<file path="config.mk">
export PLATFORM = sky130hd
export DESIGN_NAME = capture_sequencer
export DESIGN_NICKNAME = d
export VERILOG_FILES = /design/src/rtl/capseq_pkg.sv /design/src/rtl/capseq_grp_decode.sv /design/src/rtl/capseq_packer.sv /design/src/rtl/capseq_byte_out.sv /design/src/rtl/capture_sequencer.sv
export SDC_FILE = /design/constraint.sdc
export NUM_CORES = 1
export LEC_CHECK = 0
export BUFFER_PORTS_ARGS = -buffer_cell sky130_fd_sc_hd__buf_4
export CAP_MARGIN = 20
export CORE_ASPECT_RATIO = 1.25
export CORE_MARGIN = 1
export CORE_UTILIZATION = 37
export DETAILED_ROUTE_END_ITERATION = 6
export PLACE_DENSITY = 0.58
export SYNTH_ARGS = -nofsm -noshare
export SYNTH_HDL_FRONTEND = slang
export SYNTH_SLANG_ARGS = --single-unit
</file>
<file path="constraint.sdc">
create_clock -name clk -period 11.8 [get_ports clk]
set_input_delay 0 -clock clk [delete_from_list [all_inputs] [get_ports clk]]
set_output_delay 0 -clock clk [all_outputs]
set_load 0.005 [all_outputs]
</file>
<file path="src/rtl/capseq_pkg.sv">
package capseq_pkg;
  localparam int GRP_N     = 4;
  localparam int GRP_W     = 8;
  localparam int WORD_W    = GRP_N * GRP_W;
  localparam int FLAG_W    = 6;
  localparam int DEMUX_BIT = 0;
  localparam int DIS_LSB   = 2;

  typedef enum logic [2:0] {
    SQ_IDLE,
    SQ_PRE,
    SQ_POST,
    SQ_RREQ,
    SQ_RWAIT,
    SQ_EMIT
  } seq_state_e;

  // blog: log2 of stored bytes per sample; wlog: log2 of words per unit
  typedef struct packed {
    logic [GRP_N-1:0] en;
    logic [1:0]       blog;
    logic [1:0]       wlog;
    logic [2:0]       nemit;
  } grp_cfg_t;
endpackage

</file>
<file path="src/rtl/capseq_grp_decode.sv">
module capseq_grp_decode
  import capseq_pkg::*;
(
  input  logic [FLAG_W-1:0] flags,
  output grp_cfg_t          cfg,
  output logic              none_on
);
  localparam int HALF = GRP_N / 2;

  logic [GRP_N-1:0] dis;
  logic [2:0]       n_on;
  logic             demux;
  logic             unused_flag_bit;

  assign demux           = flags[DEMUX_BIT];
  assign unused_flag_bit = flags[1];

  always_comb begin
    dis = flags[DIS_LSB +: GRP_N];
    if (demux) begin
      for (int g = HALF; g < GRP_N; g++) dis[g] = dis[g-HALF];
    end
  end

  assign n_on = 3'($countones(~dis));

  always_comb begin
    cfg.en = ~dis;
    case (n_on)
      3'd1:    cfg.blog = 2'd0;
      3'd2:    cfg.blog = 2'd1;
      default: cfg.blog = 2'd2;
    endcase
    cfg.wlog  = cfg.blog + {1'b0, demux};
    cfg.nemit = (n_on == 3'd3) ? 3'd3 : 3'd4;
  end

  assign none_on = (n_on == 3'd0);
endmodule

</file>
<file path="src/rtl/capseq_packer.sv">
module capseq_packer
  import capseq_pkg::*;
(
  input  logic              clk,
  input  logic              rst_n,
  input  logic              clr,
  input  logic              take,
  input  logic [WORD_W-1:0] data,
  input  grp_cfg_t          cfg,
  output logic              fire,
  output logic              unit_done,
  output logic [WORD_W-1:0] word
);
  logic [WORD_W-1:0] acc_q, acc_d, comp, merged;
  logic [1:0]        slot_q, slot_d;
  logic [2:0]        wiu_q, wiu_d;
  logic [2:0]        slots;
  logic [3:0]        wpu;
  logic              last_slot, last_word;

  // compact enabled groups, lowest first
  always_comb begin
    int k;
    comp = '0;
    k = 0;
    for (int g = 0; g < GRP_N; g++) begin
      if (cfg.en[g]) begin
        comp[k*GRP_W +: GRP_W] = data[g*GRP_W +: GRP_W];
        k = k + 1;
      end
    end
  end

  // drop the compacted sample into its slot
  always_comb begin
    int nb, base;
    nb = 1 << cfg.blog;
    base = int'(slot_q) * nb;
    merged = acc_q;
    for (int b = 0; b < GRP_N; b++) begin
      if (b >= base && b < base + nb)
        merged[b*GRP_W +: GRP_W] = comp[(b-base)*GRP_W +: GRP_W];
    end
  end

  assign slots     = 3'd4 >> cfg.blog;
  assign wpu       = 4'd1 << cfg.wlog;
  assign last_slot = ({1'b0, slot_q} == slots - 3'd1);
  assign last_word = ({1'b0, wiu_q} == wpu - 4'd1);
  assign fire      = take && last_slot;
  assign unit_done = fire && last_word;
  assign word      = merged;

  always_comb begin
    acc_d  = acc_q;
    slot_d = slot_q;
    wiu_d  = wiu_q;
    if (clr) begin
      acc_d  = '0;
      slot_d = '0;
      wiu_d  = '0;
    end else if (take) begin
      if (last_slot) begin
        acc_d  = '0;
        slot_d = '0;
        wiu_d  = last_word ? 3'd0 : wiu_q + 3'd1;
      end else begin
        acc_d  = merged;
        slot_d = slot_q + 2'd1;
      end
    end
  end

  always_ff @(posedge clk or negedge rst_n) begin
    if (!rst_n) begin
      acc_q  <= '0;
      slot_q <= '0;
      wiu_q  <= '0;
    end else begin
      acc_q  <= acc_d;
      slot_q <= slot_d;
      wiu_q  <= wiu_d;
    end
  end
endmodule

</file>
<file path="src/rtl/capseq_byte_out.sv">
module capseq_byte_out
  import capseq_pkg::*;
(
  input  logic              clk,
  input  logic              rst_n,
  input  logic              clr,
  input  logic              load,
  input  logic [WORD_W-1:0] word,
  input  logic              last_word,
  input  logic [2:0]        nemit,
  output logic              rb_valid,
  output logic [GRP_W-1:0]  rb_byte,
  output logic              rb_last,
  output logic              word_done
);
  logic [WORD_W-1:0] hold_q;
  logic [1:0]        idx_q;
  logic              act_q, lastw_q;
  logic              end_byte;

  assign end_byte  = act_q && ({1'b0, idx_q} == nemit - 3'd1);
  assign rb_valid  = act_q;
  assign rb_byte   = hold_q[{idx_q, 3'b000} +: GRP_W];
  assign rb_last   = end_byte && lastw_q;
  assign word_done = end_byte;

  always_ff @(posedge clk or negedge rst_n) begin
    if (!rst_n) begin
      hold_q  <= '0;
      idx_q   <= '0;
      act_q   <= 1'b0;
      lastw_q <= 1'b0;
    end else if (clr) begin
      act_q <= 1'b0;
      idx_q <= '0;
    end else if (load) begin
      hold_q  <= word;
      idx_q   <= '0;
      act_q   <= 1'b1;
      lastw_q <= last_word;
    end else if (act_q) begin
      if (end_byte) act_q <= 1'b0;
      idx_q <= idx_q + 2'd1;
    end
  end
endmodule

</file>
<file path="src/rtl/capture_sequencer.sv">
module capture_sequencer
  import capseq_pkg::*;
#(
  parameter int AW = 10,
  parameter int CW = 16
) (
  input  logic              clk,
  input  logic              rst_n,
  input  logic              arm,
  input  logic              abort,
  input  logic [CW-1:0]     read_cnt,
  input  logic [CW-1:0]     delay_cnt,
  input  logic [FLAG_W-1:0] flags,
  input  logic              trig,
  input  logic              smp_valid,
  input  logic [WORD_W-1:0] smp_data,
  output logic              mem_we,
  output logic [AW-1:0]     mem_waddr,
  output logic [WORD_W-1:0] mem_wdata,
  output logic              mem_re,
  output logic [AW-1:0]     mem_raddr,
  input  logic [WORD_W-1:0] mem_rdata,
  output logic              rb_valid,
  output logic [GRP_W-1:0]  rb_byte,
  output logic              rb_last
);
  localparam int TW = CW + 4;
  localparam int PW = (AW > TW) ? AW : TW;

  seq_state_e        st_q, st_d;
  grp_cfg_t          cfg_in, cfg_q, cfg_d;
  logic              none_on;
  logic [CW-1:0]     rc_q, rc_d, dc_q, dc_d, post_q, post_d;
  logic [PW-1:0]     left_q, left_d, total_w;
  logic [AW-1:0]     wptr_q, wptr_d, rptr_q, rptr_d;
  logic              take, pk_clr, fire, unit_done, finish, load, word_done;
  logic [WORD_W-1:0] pk_word;
  logic              we_q;
  logic [AW-1:0]     waddr_q;
  logic [WORD_W-1:0] wdata_q;

  capseq_grp_decode u_dec (
    .flags   (flags),
    .cfg     (cfg_in),
    .none_on (none_on)
  );

  assign take = ((st_q == SQ_PRE) || (st_q == SQ_POST)) && smp_valid && !abort;

  capseq_packer u_pack (
    .clk       (clk),
    .rst_n     (rst_n),
    .clr       (pk_clr),
    .take      (take),
    .data      (smp_data),
    .cfg       (cfg_q),
    .fire      (fire),
    .unit_done (unit_done),
    .word      (pk_word)
  );

  capseq_byte_out u_out (
    .clk       (clk),
    .rst_n     (rst_n),
    .clr       (abort),
    .load      (load),
    .word      (mem_rdata),
    .last_word (left_q == PW'(1)),
    .nemit     (cfg_q.nemit),
    .rb_valid  (rb_valid),
    .rb_byte   (rb_byte),
    .rb_last   (rb_last),
    .word_done (word_done)
  );

  assign total_w = (PW'(rc_q) + PW'(1)) << cfg_q.wlog;

  always_comb begin
    st_d   = st_q;
    cfg_d  = cfg_q;
    rc_d   = rc_q;
    dc_d   = dc_q;
    post_d = post_q;
    left_d = left_q;
    rptr_d = rptr_q;
    wptr_d = fire ? wptr_q + AW'(1) : wptr_q;
    pk_clr = 1'b0;
    finish = 1'b0;
    load   = 1'b0;
    unique case (st_q)
      SQ_IDLE: begin
        if (arm && !none_on) begin
          st_d   = SQ_PRE;
          cfg_d  = cfg_in;
          rc_d   = read_cnt;
          dc_d   = delay_cnt;
          wptr_d = '0;
          pk_clr = 1'b1;
        end
      end
      SQ_PRE: begin
        if (trig) begin
          if (unit_done && dc_q == '0) begin
            finish = 1'b1;
          end else begin
            st_d   = SQ_POST;
            post_d = unit_done ? dc_q - CW'(1) : dc_q;
          end
        end
      end
      SQ_POST: begin
        if (unit_done) begin
          if (post_q == '0) finish = 1'b1;
          else post_d = post_q - CW'(1);
        end
      end
      SQ_RREQ:  st_d = SQ_RWAIT;
      SQ_RWAIT: begin
        load = 1'b1;
        st_d = SQ_EMIT;
      end
      SQ_EMIT: begin
        if (word_done) begin
          if (left_q == PW'(1)) begin
            st_d = SQ_IDLE;
          end else begin
            left_d = left_q - PW'(1);
            rptr_d = rptr_q + AW'(1);
            st_d   = SQ_RREQ;
          end
        end
      end
      default: st_d = SQ_IDLE;
    endcase
    if (finish) begin
      st_d   = SQ_RREQ;
      left_d = total_w;
      rptr_d = wptr_q + AW'(1) - total_w[AW-1:0];
    end
    if (abort) begin
      st_d   = SQ_IDLE;
      pk_clr = 1'b1;
    end
  end

  always_ff @(posedge clk or negedge rst_n) begin
    if (!rst_n) begin
      st_q   <= SQ_IDLE;
      cfg_q  <= '0;
      rc_q   <= '0;
      dc_q   <= '0;
      post_q <= '0;
      left_q <= '0;
      wptr_q <= '0;
      rptr_q <= '0;
    end else begin
      st_q   <= st_d;
      cfg_q  <= cfg_d;
      rc_q   <= rc_d;
      dc_q   <= dc_d;
      post_q <= post_d;
      left_q <= left_d;
      wptr_q <= wptr_d;
      rptr_q <= rptr_d;
    end
  end

  always_ff @(posedge clk or negedge rst_n) begin
    if (!rst_n) begin
      we_q    <= 1'b0;
      waddr_q <= '0;
      wdata_q <= '0;
    end else begin
      we_q <= fire;
      if (fire) begin
        waddr_q <= wptr_q;
        wdata_q <= pk_word;
      end
    end
  end

  assign mem_we    = we_q;
  assign mem_waddr = waddr_q;
  assign mem_wdata = wdata_q;
  assign mem_re    = (st_q == SQ_RREQ);
  assign mem_raddr = rptr_q;
endmodule

</file>
==> results.sh <==
export IMPL_syn_num_nets=1739
export IMPL_synth_edf_count=0
export IMPL_tightest_slew_ps=1070
export IMPL_numClockSinks=217
export IMPL_slew_violations=0
export IMPL_hold_depth=6
export IMPL_grt_setup_unrepaired="no"
export IMPL_ys_top_cells_by_area="dfrtp_1 39%, nand2_1 6.6%, ha_1 4.4%, o21ai_0 3.3%, nor2_1 3.1%"
export IMPL_yosys_cell_types_count=82
export IMPL_synth_area_um2=13900
export IMPL_finalSetupTns_ps=0
export IMPL_vias_per_cell=5.56
export IMPL_synth_seq_cells=217
export IMPL_drc=0
export IMPL_r2r_start="cfg_q[5]$_DFFE_PN0P_"
export IMPL_powerDensity_nw_per_um2=210
export IMPL_finClkSkew_ps=7.81
export IMPL_status="finished clean"
export IMPL_end_kind="flop"
export IMPL_io_buffers=170
export IMPL_dieArea_um2=38400
export IMPL_worstReg2RegEnd="u_pack.acc_q[26]$_DFFE_PN0P_"
export IMPL_fin_crit_sh_pct=43.9
export IMPL_grt_overflow=0
export IMPL_drv_cap=0
export IMPL_drive_gt1_share_pct=16.4
export IMPL_num_rows=79
export IMPL_cts_htree_levels=1
export IMPL_yosysWarnings=0
export IMPL_first_pass_iters=5
export IMPL_final_common_cell="nand2_1"
export IMPL_cp_required_ps=12230
export IMPL_clock_path_buffers=3
export IMPL_io_pins=172
export IMPL_hp_start="smp_valid"
export IMPL_period_minus_slack_ps=5180
export IMPL_drt_iter0_markers=897
export IMPL_fin_util_pct=46.5
export IMPL_grt_util_all_layers_pct=21.3
export IMPL_final_cells=2286
export IMPL_core_area_um2=37200
export IMPL_critPathMaxFanout=20
export IMPL_setup_viol=0
export IMPL_syn2layout_area_growth_pct=24.1
export IMPL_routed_wl_um=41300
export IMPL_hold_class="input pin to flop"
export IMPL_hold_violations=0
export IMPL_cts_clk_slew_worst_paths_ps=60
export IMPL_synth_area_leader_cell="dfrtp_1"
export IMPL_holdPathEnd="u_pack.wiu_q[1]$_DFFE_PN0P_"
export IMPL_syn_instance_count=1577
export IMPL_ys_async_sr_fraction_pct=100
export IMPL_initial_core_util_pct=37.5
export IMPL_fmax_ghz=0.193
export IMPL_mostFrequentLayoutCells="245 x nand2_1, 217 x dfrtp_1, 183 x buf_4"
export IMPL_cts_root_buf="clkbuf_16"
export IMPL_ys_flop_type="dfrtp_1"
export IMPL_dp_hpwl_um=29100
export IMPL_finalNetCount=1944
export IMPL_dieWidth_um=176
export IMPL_ys_seq_area_share_pct=39.0
export IMPL_cts_tree="built"
export IMPL_rr_worst_depth=12
export IMPL_wl_per_cell_um=18.1
export IMPL_grt_pass1_wl_um=65500
export IMPL_yosysTopAreaCellShare_pct=39.0
export IMPL_grt_pass1_vias=12100
export IMPL_die_y_um=219
export IMPL_rrSetupSlack_ps=6620
export IMPL_grt_max_degree=76
export IMPL_clock_latency_ps=530
export IMPL_dp_cells=2151
export IMPL_p_leak_nw=7.41
export IMPL_grt_antenna_before_repair=1
export IMPL_slew_headroom_pct=28.2
export IMPL_p_total_mw=3.64
export IMPL_cts_resized=0
export IMPL_worst_ep_arrival_time_ps=5610
export IMPL_gp_congestion=0.911
export IMPL_avgSynthCellArea_um2=8.83
export IMPL_via_count=12700
export IMPL_ir_worst_vdd_uv=112
export IMPL_numCtsBuffers=25
export IMPL_ant_nets=0
export IMPL_start_kind="flop"
export IMPL_cp_startpoint="cfg_q[5]$_DFFE_PN0P_"
export IMPL_critPathKind="flop to flop"
[registers in the layout (all words and copies together), names as in the netlist]
| register | cells |
|---|---|
| mem_wdata | 32 |
| u_out.hold_q | 32 |
| mem_waddr | 10 |
| u_pack.acc_q | 32 |
| left_q | 20 |
| rc_q | 16 |
| u_pack.slot_q | 2 |
| mem_raddr | 10 |
| u_out.lastw_q | 1 |
| post_q | 16 |
| st_q | 3 |
| u_out.rb_valid | 1 |
| mem_we | 1 |
| u_pack.wiu_q | 3 |
| wptr_q | 10 |
| u_out.idx_q | 2 |
| cfg_q | 10 |
| dc_q | 16 |
[metrics by stage]
step | hold WS [ps] | worst slack [ps] | area [um2]
after floorplan | -296 | 7880 | 13900
after global placement | 30.8 | 6680 | 15600
after detailed placement | 39.2 | 6620 | 15600
after CTS | 11.0 | 6620 | 17300
after global routing | 66.4 | 6200 | 17300
final | 49.9 | 6620 | 17300
[Yosys cell counts (10+ instances only)]
cell       count
nor3_1        52
ha_1          49
nand2_1      245
o311ai_0      15
o211ai_1      26
a221oi_1      15
clkbuf_1      75
a31oi_1       25
inv_1         53
nand3_1       38
xnor2_1       41
a221o_1       14
nand4_1       17
o2bb2ai_1     12
and3_1        15
a22oi_1       12
a32oi_1       10
nand3b_1      10
a32o_1        15
or4_1         10
a21oi_1       75
or3_1         16
buf_1         12
nor2_1       116
nor4_1        19
mux2i_1       21
nand2b_1      22
o21ai_0       93
mux2_2        35
dfrtp_1      217
mux4_2        10
xor2_1        33
[worst max path at each step]
stage,end,slack [ps],depth (start not counted)
after global placement,mem_wdata[24]$_DFFE_PN0N_,6680,12
after detailed placement,u_pack.acc_q[24]$_DFFE_PN0P_,6620,12
after CTS,u_pack.acc_q[24]$_DFFE_PN0P_,6620,12
final,u_pack.acc_q[26]$_DFFE_PN0P_,6620,12
after global routing,u_pack.acc_q[30]$_DFFE_PN0P_,6200,13
after floorplan,u_pack.acc_q[16]$_DFFE_PN0P_,7880,17
[area by class of cell]
type	count	area, um2
inverter	56	210
sequential	217	5430
fill	3624	19900
multi-input combinational	1209	7930
timing repair buffer	273	2300
clock inverter	5	100
tap	486	608
antenna	1	2.50
clock buffer	39	718
[repair_timing]
| item | CTS | global route |
|---|---|---|
| setup buffers | 0 | 0 |
| hold buffers | 88 | 0 |
| endpoints found under the hold margin | 159 | 0 |
[kinds of logic after synthesis]
kind of cell / Yosys count / synth area share (%)
AOI/OAI and AO/OA: 397 / 19.8
xor gates and xnor gates: 74 / 4.65
adders and majority gates: 54 / 5.12
buffers and inverters: 151 / 4.20
DFF: 217 / 39.0
muxes: 66 / 5.96
and+or+nand+nor: 618 / 21.3
[where the power goes]
group | internal (mW) | switching, mW
clock | 0.480 | 0.310
sequential | 0.960 | 0.230
combinational | 0.700 | 0.954
total | 2.14 | 1.49
[critical path, stage by stage, from the launching register on]
cell and delay, ps:
dfrtp_1 420, inv_1 80, ha_1 220, and2_2 200
ha_1 720, inv_1 520, fa_1 500, nor2b_1 130
o21ai_0 310, nand3_1 450, nor3_1 880, nand3_1 380
o21ai_0 260
[metal layers]
metal	vias up	global-route usage [%]	routed length, um
met3	83	2.58	1650
met1	6123	26.4	17400
met5	-	0	0
met4	0	10.1	1840
met2	335	36.7	20400
li1	6166	-	-
Note: power is estimated with default switching activity, not from simulation.
